### src/rtl/cmp_bank_pkg.sv
// Shared constants for the compare register bank.
// Assumes exactly four registers, selected by a 2-bit field.
package cmp_bank_pkg;
    localparam int NREG = 4;
    localparam logic [1:0] SEL_RA = 2'd0;
    localparam logic [1:0] SEL_RB = 2'd1;
    localparam logic [1:0] SEL_SA = 2'd2;
    localparam logic [1:0] SEL_SB = 2'd3;
endpackage

### src/rtl/cmp_wr_port.sv
// Byte write port. Upper-half writes fill a shared holding byte. Lower-half
// writes land a full word in the shadow bank, with masking and half-duty
// mirroring. Assumes at most one byte write per cycle.
module cmp_wr_port
    import cmp_bank_pkg::*;
#(
    parameter int DW    = 8,
    parameter int CMP_W = 12,
    localparam int REG_W = 2 * DW
) (
    input  logic                       clk,
    input  logic                       rst_n,
    input  logic                       wr_en,
    input  logic [2:0]                 wr_addr,
    input  logic [DW-1:0]              wr_data,
    input  logic                       fifty,
    output logic [NREG-1:0][REG_W-1:0] shadow_q,
    output logic [NREG-1:0][REG_W-1:0] shadow_nx,
    output logic                       low_wr,
    output logic [1:0]                 low_sel
);
    logic [DW-1:0]    hold_q;
    logic [REG_W-1:0] word;

    assign low_wr  = wr_en && !wr_addr[0];
    assign low_sel = wr_addr[2:1];

    // Capture the upper byte into the shared holding register.
    always_ff @(posedge clk) begin
        if (!rst_n)                    hold_q <= '0;
        else if (wr_en && wr_addr[0])  hold_q <= wr_data;
    end

    // Build the next shadow bank from a completed word write.
    always_comb begin
        shadow_nx = shadow_q;
        word      = {hold_q, wr_data};
        if (low_sel != SEL_RB) word[REG_W-1:CMP_W] = '0;
        if (low_wr) begin
            shadow_nx[low_sel] = word;
            if (fifty && low_sel == SEL_RB) begin
                shadow_nx[SEL_RA] = {{(REG_W-CMP_W){1'b0}}, word[CMP_W-1:0]};
                shadow_nx[SEL_SA] = shadow_q[SEL_SB];
            end
        end
    end

    // Register the shadow bank.
    always_ff @(posedge clk) begin
        if (!rst_n) shadow_q <= '0;
        else        shadow_q <= shadow_nx;
    end
endmodule

### src/rtl/cmp_commit.sv
// Transfer policy from shadow to active bank: immediate, lock-held,
// or auto-lock at the cycle boundary gated by the RB-last flag.
// Assumes cycle_end is a one-cycle pulse from the timebase.
module cmp_commit
    import cmp_bank_pkg::*;
#(
    parameter int REG_W = 16
) (
    input  logic                       clk,
    input  logic                       rst_n,
    input  logic                       lock,
    input  logic                       autolock,
    input  logic                       cycle_end,
    input  logic                       low_wr,
    input  logic [1:0]                 low_sel,
    input  logic [NREG-1:0][REG_W-1:0] shadow_q,
    input  logic [NREG-1:0][REG_W-1:0] shadow_nx,
    output logic [NREG-1:0][REG_W-1:0] active_q
);
    logic rb_last_q, pending_q;
    logic free_mode, auto_fire, rel_fire, fire;

    assign free_mode = !lock && !autolock;
    assign auto_fire = autolock && cycle_end && rb_last_q;
    assign rel_fire  = free_mode && cycle_end && pending_q;
    assign fire      = auto_fire || rel_fire;

    // Load the active bank at once or at a qualifying boundary.
    always_ff @(posedge clk) begin
        if (!rst_n)                   active_q <= '0;
        else if (free_mode && low_wr) active_q <= shadow_nx;
        else if (fire)                active_q <= shadow_q;
    end

    // Track whether RB was the most recent completed write.
    always_ff @(posedge clk) begin
        if (!rst_n)      rb_last_q <= 1'b0;
        else if (low_wr) rb_last_q <= (low_sel == SEL_RB);
        else if (fire)   rb_last_q <= 1'b0;
    end

    // Remember writes that have not yet reached the active bank.
    always_ff @(posedge clk) begin
        if (!rst_n)      pending_q <= 1'b0;
        else if (low_wr) pending_q <= !free_mode;
        else if (fire)   pending_q <= 1'b0;
    end
endmodule

### src/rtl/cmp_match.sv
// Equality comparators between each active threshold and the count.
// Assumes the threshold sits in the low CMP_W bits of each word.
module cmp_match
    import cmp_bank_pkg::*;
#(
    parameter int REG_W = 16,
    parameter int CMP_W = 12
) (
    input  logic [NREG-1:0][REG_W-1:0] active,
    input  logic [CMP_W-1:0]           count,
    output logic [NREG-1:0]            match
);
    for (genvar i = 0; i < NREG; i++) begin : g_cmp
        // One comparator per register.
        assign match[i] = (active[i][CMP_W-1:0] == count);
    end
endmodule

### src/rtl/pwm_cmp_bank.sv
// Top of the compare register bank: byte write port, commit policy,
// comparators and shadow read-back. Assumes a single clock domain.
module pwm_cmp_bank
    import cmp_bank_pkg::*;
#(
    parameter int DW    = 8,
    parameter int CMP_W = 12,
    localparam int REG_W = 2 * DW,
    localparam int FW_W  = REG_W - CMP_W
) (
    input  logic             clk,
    input  logic             rst_n,
    input  logic             wr_en,
    input  logic [2:0]       wr_addr,
    input  logic [DW-1:0]    wr_data,
    input  logic [2:0]       rd_addr,
    output logic [DW-1:0]    rd_data,
    input  logic             cfg_lock,
    input  logic             cfg_autolock,
    input  logic             cfg_fifty,
    input  logic             cycle_end,
    input  logic [CMP_W-1:0] count,
    output logic [CMP_W-1:0] ra_act,
    output logic [CMP_W-1:0] rb_act,
    output logic [CMP_W-1:0] sa_act,
    output logic [CMP_W-1:0] sb_act,
    output logic [NREG-1:0]  match,
    output logic [FW_W-1:0]  flank_width
);
    logic [NREG-1:0][REG_W-1:0] shadow_q, shadow_nx, active_q;
    logic                       low_wr;
    logic [1:0]                 low_sel;
    logic [REG_W-1:0]           rd_word;

    cmp_wr_port #(.DW(DW), .CMP_W(CMP_W)) u_wr (
        .clk(clk), .rst_n(rst_n), .wr_en(wr_en), .wr_addr(wr_addr),
        .wr_data(wr_data), .fifty(cfg_fifty), .shadow_q(shadow_q),
        .shadow_nx(shadow_nx), .low_wr(low_wr), .low_sel(low_sel)
    );

    cmp_commit #(.REG_W(REG_W)) u_commit (
        .clk(clk), .rst_n(rst_n), .lock(cfg_lock), .autolock(cfg_autolock),
        .cycle_end(cycle_end), .low_wr(low_wr), .low_sel(low_sel),
        .shadow_q(shadow_q), .shadow_nx(shadow_nx), .active_q(active_q)
    );

    cmp_match #(.REG_W(REG_W), .CMP_W(CMP_W)) u_match (
        .active(active_q), .count(count), .match(match)
    );

    // Select the addressed shadow byte for read-back.
    always_comb begin
        rd_word = shadow_q[rd_addr[2:1]];
        rd_data = rd_addr[0] ? rd_word[REG_W-1:DW] : rd_word[DW-1:0];
    end

    assign ra_act      = active_q[SEL_RA][CMP_W-1:0];
    assign rb_act      = active_q[SEL_RB][CMP_W-1:0];
    assign sa_act      = active_q[SEL_SA][CMP_W-1:0];
    assign sb_act      = active_q[SEL_SB][CMP_W-1:0];
    assign flank_width = active_q[SEL_RB][REG_W-1:CMP_W];
endmodule

### config.mk
export PLATFORM = sky130hd
export DESIGN_NAME = pwm_cmp_bank
export DESIGN_NICKNAME = d
export VERILOG_FILES = /design/src/rtl/cmp_bank_pkg.sv /design/src/rtl/cmp_wr_port.sv /design/src/rtl/cmp_commit.sv /design/src/rtl/cmp_match.sv /design/src/rtl/pwm_cmp_bank.sv
export SDC_FILE = /design/constraint.sdc
export NUM_CORES = 1
export LEC_CHECK = 0
export ABC_AREA = 1
export BUFFER_PORTS_ARGS = -buffer_cell sky130_fd_sc_hd__buf_2
export CAP_MARGIN = 25
export CORE_UTILIZATION = 60
export DETAILED_ROUTE_END_ITERATION = 7
export PLACE_DENSITY = 0.87
export SYNTH_ARGS = -nofsm -noshare
export SYNTH_HDL_FRONTEND = slang
export SYNTH_SLANG_ARGS = --single-unit
### constraint.sdc
create_clock -name clk -period 2.1 [get_ports clk]
set_input_delay 0.21 -clock clk [delete_from_list [all_inputs] [get_ports clk]]
set_output_delay 0.21 -clock clk [all_outputs]
set_load 0.02 [all_outputs]
# Word level (Yosys, flattened, before mapping)
# Index checks and enable logic that the tools add are counted.
# op_classes
n_mul	0
div	0
shift	0
n_lt_le_gt_ge	3
addsub	0
mux	15
reduce_logical	17
bitwise	0
eq_ne	6
# ops
op	count
2-to-1 mux 60 bit	2
bitwise mux 64 bit	1
2-to-1 mux 16 bit	4
2-to-1 mux 64 bit	1
== test 12 bit	4
binary-select mux 16 bit (select 2 bit)	1
demux 16 bit (select 2 bit)	1
logical AND 1 bit	10
2-to-1 mux 8 bit	1
less-than comparator 2 x 3 -> 1 bit, second input constant	2
logical NOT 1 bit	4
2-to-1 mux 4 bit	1
nonzero test 2 bit	2
2-to-1 mux 1 bit	3
== test 2 x 1 -> 1 bit, second input constant	1
>= comparator 2 x 1 -> 1 bit, second input constant	1
inequality test 2 x 1 -> 1 bit, second input constant	1
logical OR 1 bit	1
# totals
elab_cells	52
output_inout_bits	64
latchBits	0
reg_bits	126
mem_count	0
romBits	0
mem_bits_rw	0
inputBits	33

# Depth between registers and ports, before layout
# depth
depth_word	8
ltp_mapped	10
mapped_depth_nobuf	9

# Cells and area by module
# A second synthesis with hierarchy kept.
# unflattened
cells_unflattened	1506
area_unflattened_um2	9105.0
# modules_own_cells
module	area_each_um2	seq_area_each_um2	cells_each	instances
cmp_commit	3814.9	1321.3	642	1
cmp_wr_port	3555.9	1441.4	492	1
pwm_cmp_bank	933.4	0.0	214	1
cmp_match	800.8	0.0	158	1

# Worst setup path before layout
# No wires, ideal clock.
# synth_timing
path_type	register to output
start	register u_commit.active_q[3] (netlist bit)
end	output match[0]
required_ps	1890
path_slack_ps	757
stages_incl_launch_ff	6
arrival_ps	1133
path_cell_list	dfxtp_1 > xnor2_1 > nand3_1 > nor3_1 > nand2_1 > nor2_1
# synth_via
elab_chain_cells	1
# synth_rtl
element	line_no	rtl
from (decl)	cmp_commit.sv:18	output logic [NREG-1:0][REG_W-1:0] active_q
from (signal assigned)	cmp_commit.sv:31	else if (free_mode && low_wr) active_q <= shadow_nx;
from (signal assigned)	cmp_commit.sv:32	else if (fire) active_q <= shadow_q;
== test 12 bit	cmp_match.sv:15	assign match[i] = (active[i][CMP_W-1:0] == count);
to (decl)	pwm_cmp_bank.sv:27	output logic [NREG-1:0] match,
# Every way passes these cells.

# Worst setup path after layout
# Ends and elaborated chain as after synthesis.

==> results.yml <==
status:
  status: "finished, final reports clean"
clocking:
  cts-root-buf: "clkbuf_16"
  cts_setup_buffers: 0
  cts_hold_buffers: 0
  insertion_delay_ps: 420
  cts_resized: 0
  cts_buffers: 17
  cts_tree: "yes"
  clock_sinks: 126
  clk_path_buf_depth: 2
  clk_pin_slew_ps: 50
  htree_levels: 4
timing:
  finalSetupViolations: 0
  period_minus_slack_ps: 1830
  slew_viol_final: 0
  rsz0062_at_grt: "false"
  hold_viol: 0
  clock_skew_ps: 8.81
  final.setup.tns_ps: 0
  finalCritPeriodShare_pct: 87.2
  timing_worst_slew_pin_value_ps: 521
  fmax_mhz: 546
  relSlewSlack_pct: 65.2
pwr:
  powerDensity_nw_per_um2: 752
  peakVddDrop_v: 0.000418
  power_uw: 6020
  cellLeakagePower_uw: 0.00407
synth:
  ys_top_cells_by_count: "nand2_1, nand3_1, dfxtp_1, inv_1, nor2_1"
  synth_edf_count: 0
  yosys-top-cells-area: "dfxtp_1, nand2_1, nand3_1"
  async_flop_share_pct: 0
  synth.top_cell.area_share_pct: 36.6
  yosys_warnings: 0
  synth_area_um2: 6890
  synth_area_leader_cell: "dfxtp_1"
  ys.flop_type: "dfxtp_1"
  synthCells: 1057
  syn-num-nets: 1090
  yosysSeqAreaShare_pct: 36.6
  syn_area_per_cell_um2: 6.52
  synth-seq-cells: 126
  yosysMostFrequentCell: "nand2_1"
  ys_types: 28
layout:
  drive_gt1_share_pct: 14.7
  diodes: 0
  fillerInstances: 923
  post-route-cell-area_um2: 8000
  area_delta_synth_final_pct: 16.2
  final_util_pct: 72.5
  ff_latch_area_um2: 2520
  final_nets: 1155
  multi_input_area_um2: 3610
hold_path:
  min_to: "u_wr.hold_q[4]"
  whs_path_depth: 3
  hp-start: "wr_data[4]"
  min_path_type: "input pin to flop"
run:
  maxCapViolCount: 0
worst_setup_path:
  crit_path_top_delay_cell: "dfxtp_1"
  timing.rr.start: "u_commit.rb_last_q"
  path_cells: "xnor2_1, nand3_1, nor3_1, nand2_1, nor2_1, buf_2"
  crit_path_start_kind: "flop"
  cp.arrival_ps: 1620
  critPathBufInv: 1
  crit_type: "flop to output pin"
  reg2reg_depth: 7
  worstPathRequired_ps: 1890
  crit-reg2reg-capture: "u_commit.active_q[54]"
  cp_top_family: "simple AND/OR/NAND/NOR gates"
  worstSetupEndpointType: "output pin"
  r2r_slack_ps: 590
  slowest_delay_ps: 330
  crit_fanout: 3
detailed_routing:
  dr.pass1.iters: 6
  vias: 7572
  drc: 0
  wl_per_cell_um: 17.3
  ant_nets: 0
  drt_wl_total_um: 22100
  via_per_inst: 5.95
  drt-initial-drc-count: 887
grt:
  track_usage_pct: 39.3
  grt_pass1_vias: 6961
  grt_max_degree: 71
  grt_pass1_wl_um: 35100
  antenna_found_initial: 0
  overflow: 0
placement:
  dp_hpwl_um: 14800
  portBuffers: 96
  dpl-instance-area_um2: 7430
  gp_congestion: 0.968
floorplan:
  rows: 38
  core_area_um2: 11000
  die_area_um2: 11900
  die_y_um: 109
  die_w_um: 109
  initial_core_util_pct: 62.4
  ios: 97
-- sequential cells by signal (all words and copies together) (netlist names), named ones only --
register / count
u_wr.hold_q: 8
u_wr.shadow_q: 52
u_commit.active_q: 52
u_commit.pending_q: 1
u_commit.rb_last_q: 1
-- tightest hold or removal path, cell delays in order --
cell and delay [ps]:
buf_2 90, o21ai_0 70, a21oi_1 110
-- per-layer routing --
layer / track usage [%] / up-vias / share of wire [%]
li1: - / 3554 / -
met1: 49.4 / 3426 / 39
met2: 60.3 / 505 / 45
met3: 10.6 / 87 / 12
met4: 22.6 / 0 / 4.4
met5: 0 / - / 0
-- worst max path at each step --
stage / from / endpoint / slack (ps) / cells past startpoint
5_1_grt: u_commit.active_q[19] / match[1] / 100 / 6
6_report: u_commit.active_q[3] / match[0] / 270 / 6
3_5_place_dp: rd_addr[2] / rd_data[4] / 440 / 7
4_1_cts: u_commit.active_q[3] / match[0] / 290 / 6
3_3_place_gp: rd_addr[2] / rd_data[4] / 450 / 7
2_1_floorplan: u_commit.active_q[3] / match[0] / 760 / 5
-- metrics by stage --
step	setup slack [ps]	hold slack, ps	cells
after floorplan	757	402	1057
after global placement	445	419	1243
after detailed placement	440	422	1243
after CTS	292	101	1273
after global routing	104	131	1273
final	269	113	1273
-- power by group --
part           switching, µW  leakage (µW)  internal [µW]  total [µW]
clock                   1020      0.000284           1790        2810
combinational            481       0.00276            220         701
sequential              47.5       0.00102           2460        2510
-- layout make-up --
| type | count | area share, % |
|---|---|---|
| Clock buffer | 24 | 6.40 |
| Clock inverter | 6 | 0.719 |
| Inverter | 113 | 5.30 |
| Multi-Input combinational cell | 745 | 45.1 |
| Timing Repair Buffer | 119 | 8.79 |
| Sequential cell | 126 | 31.5 |
| Tap cell | 140 | 2.19 |
-- kinds of logic (layout without fill, tap and decap cells) --
logic type / after synthesis / count (layout) / synth area share [%]
flops: 126 / 126 / 36.6
buf+inv: 186 / 262 / 11.0
compound gates: 107 / 107 / 8.28
xor+xnor: 45 / 45 / 5.72
simple gates: 593 / 593 / 38.4
-- placed cells by master, fill, tap and decap left out, types with 2 or more instances in the layout --
cell       count
buf_2         96
clkinv_2       4
a211oi_1       6
nand3_1      138
nor2_1        64
nand2_1      302
o21ai_0       44
buf_4         19
dfxtp_1      126
o21a_1         8
inv_1        108
clkbuf_16     17
nand4_1       58
nand3_2        2
inv_2          5
or2_2          3
clkbuf_8       6
nand2_2        3
nor2_2         2
a21oi_1       48
buf_12         4
nor2_4         2
xnor2_1       33
xor2_1        12
nor3_1         6
and3_1        11
(Power assumes the default switching activity.)
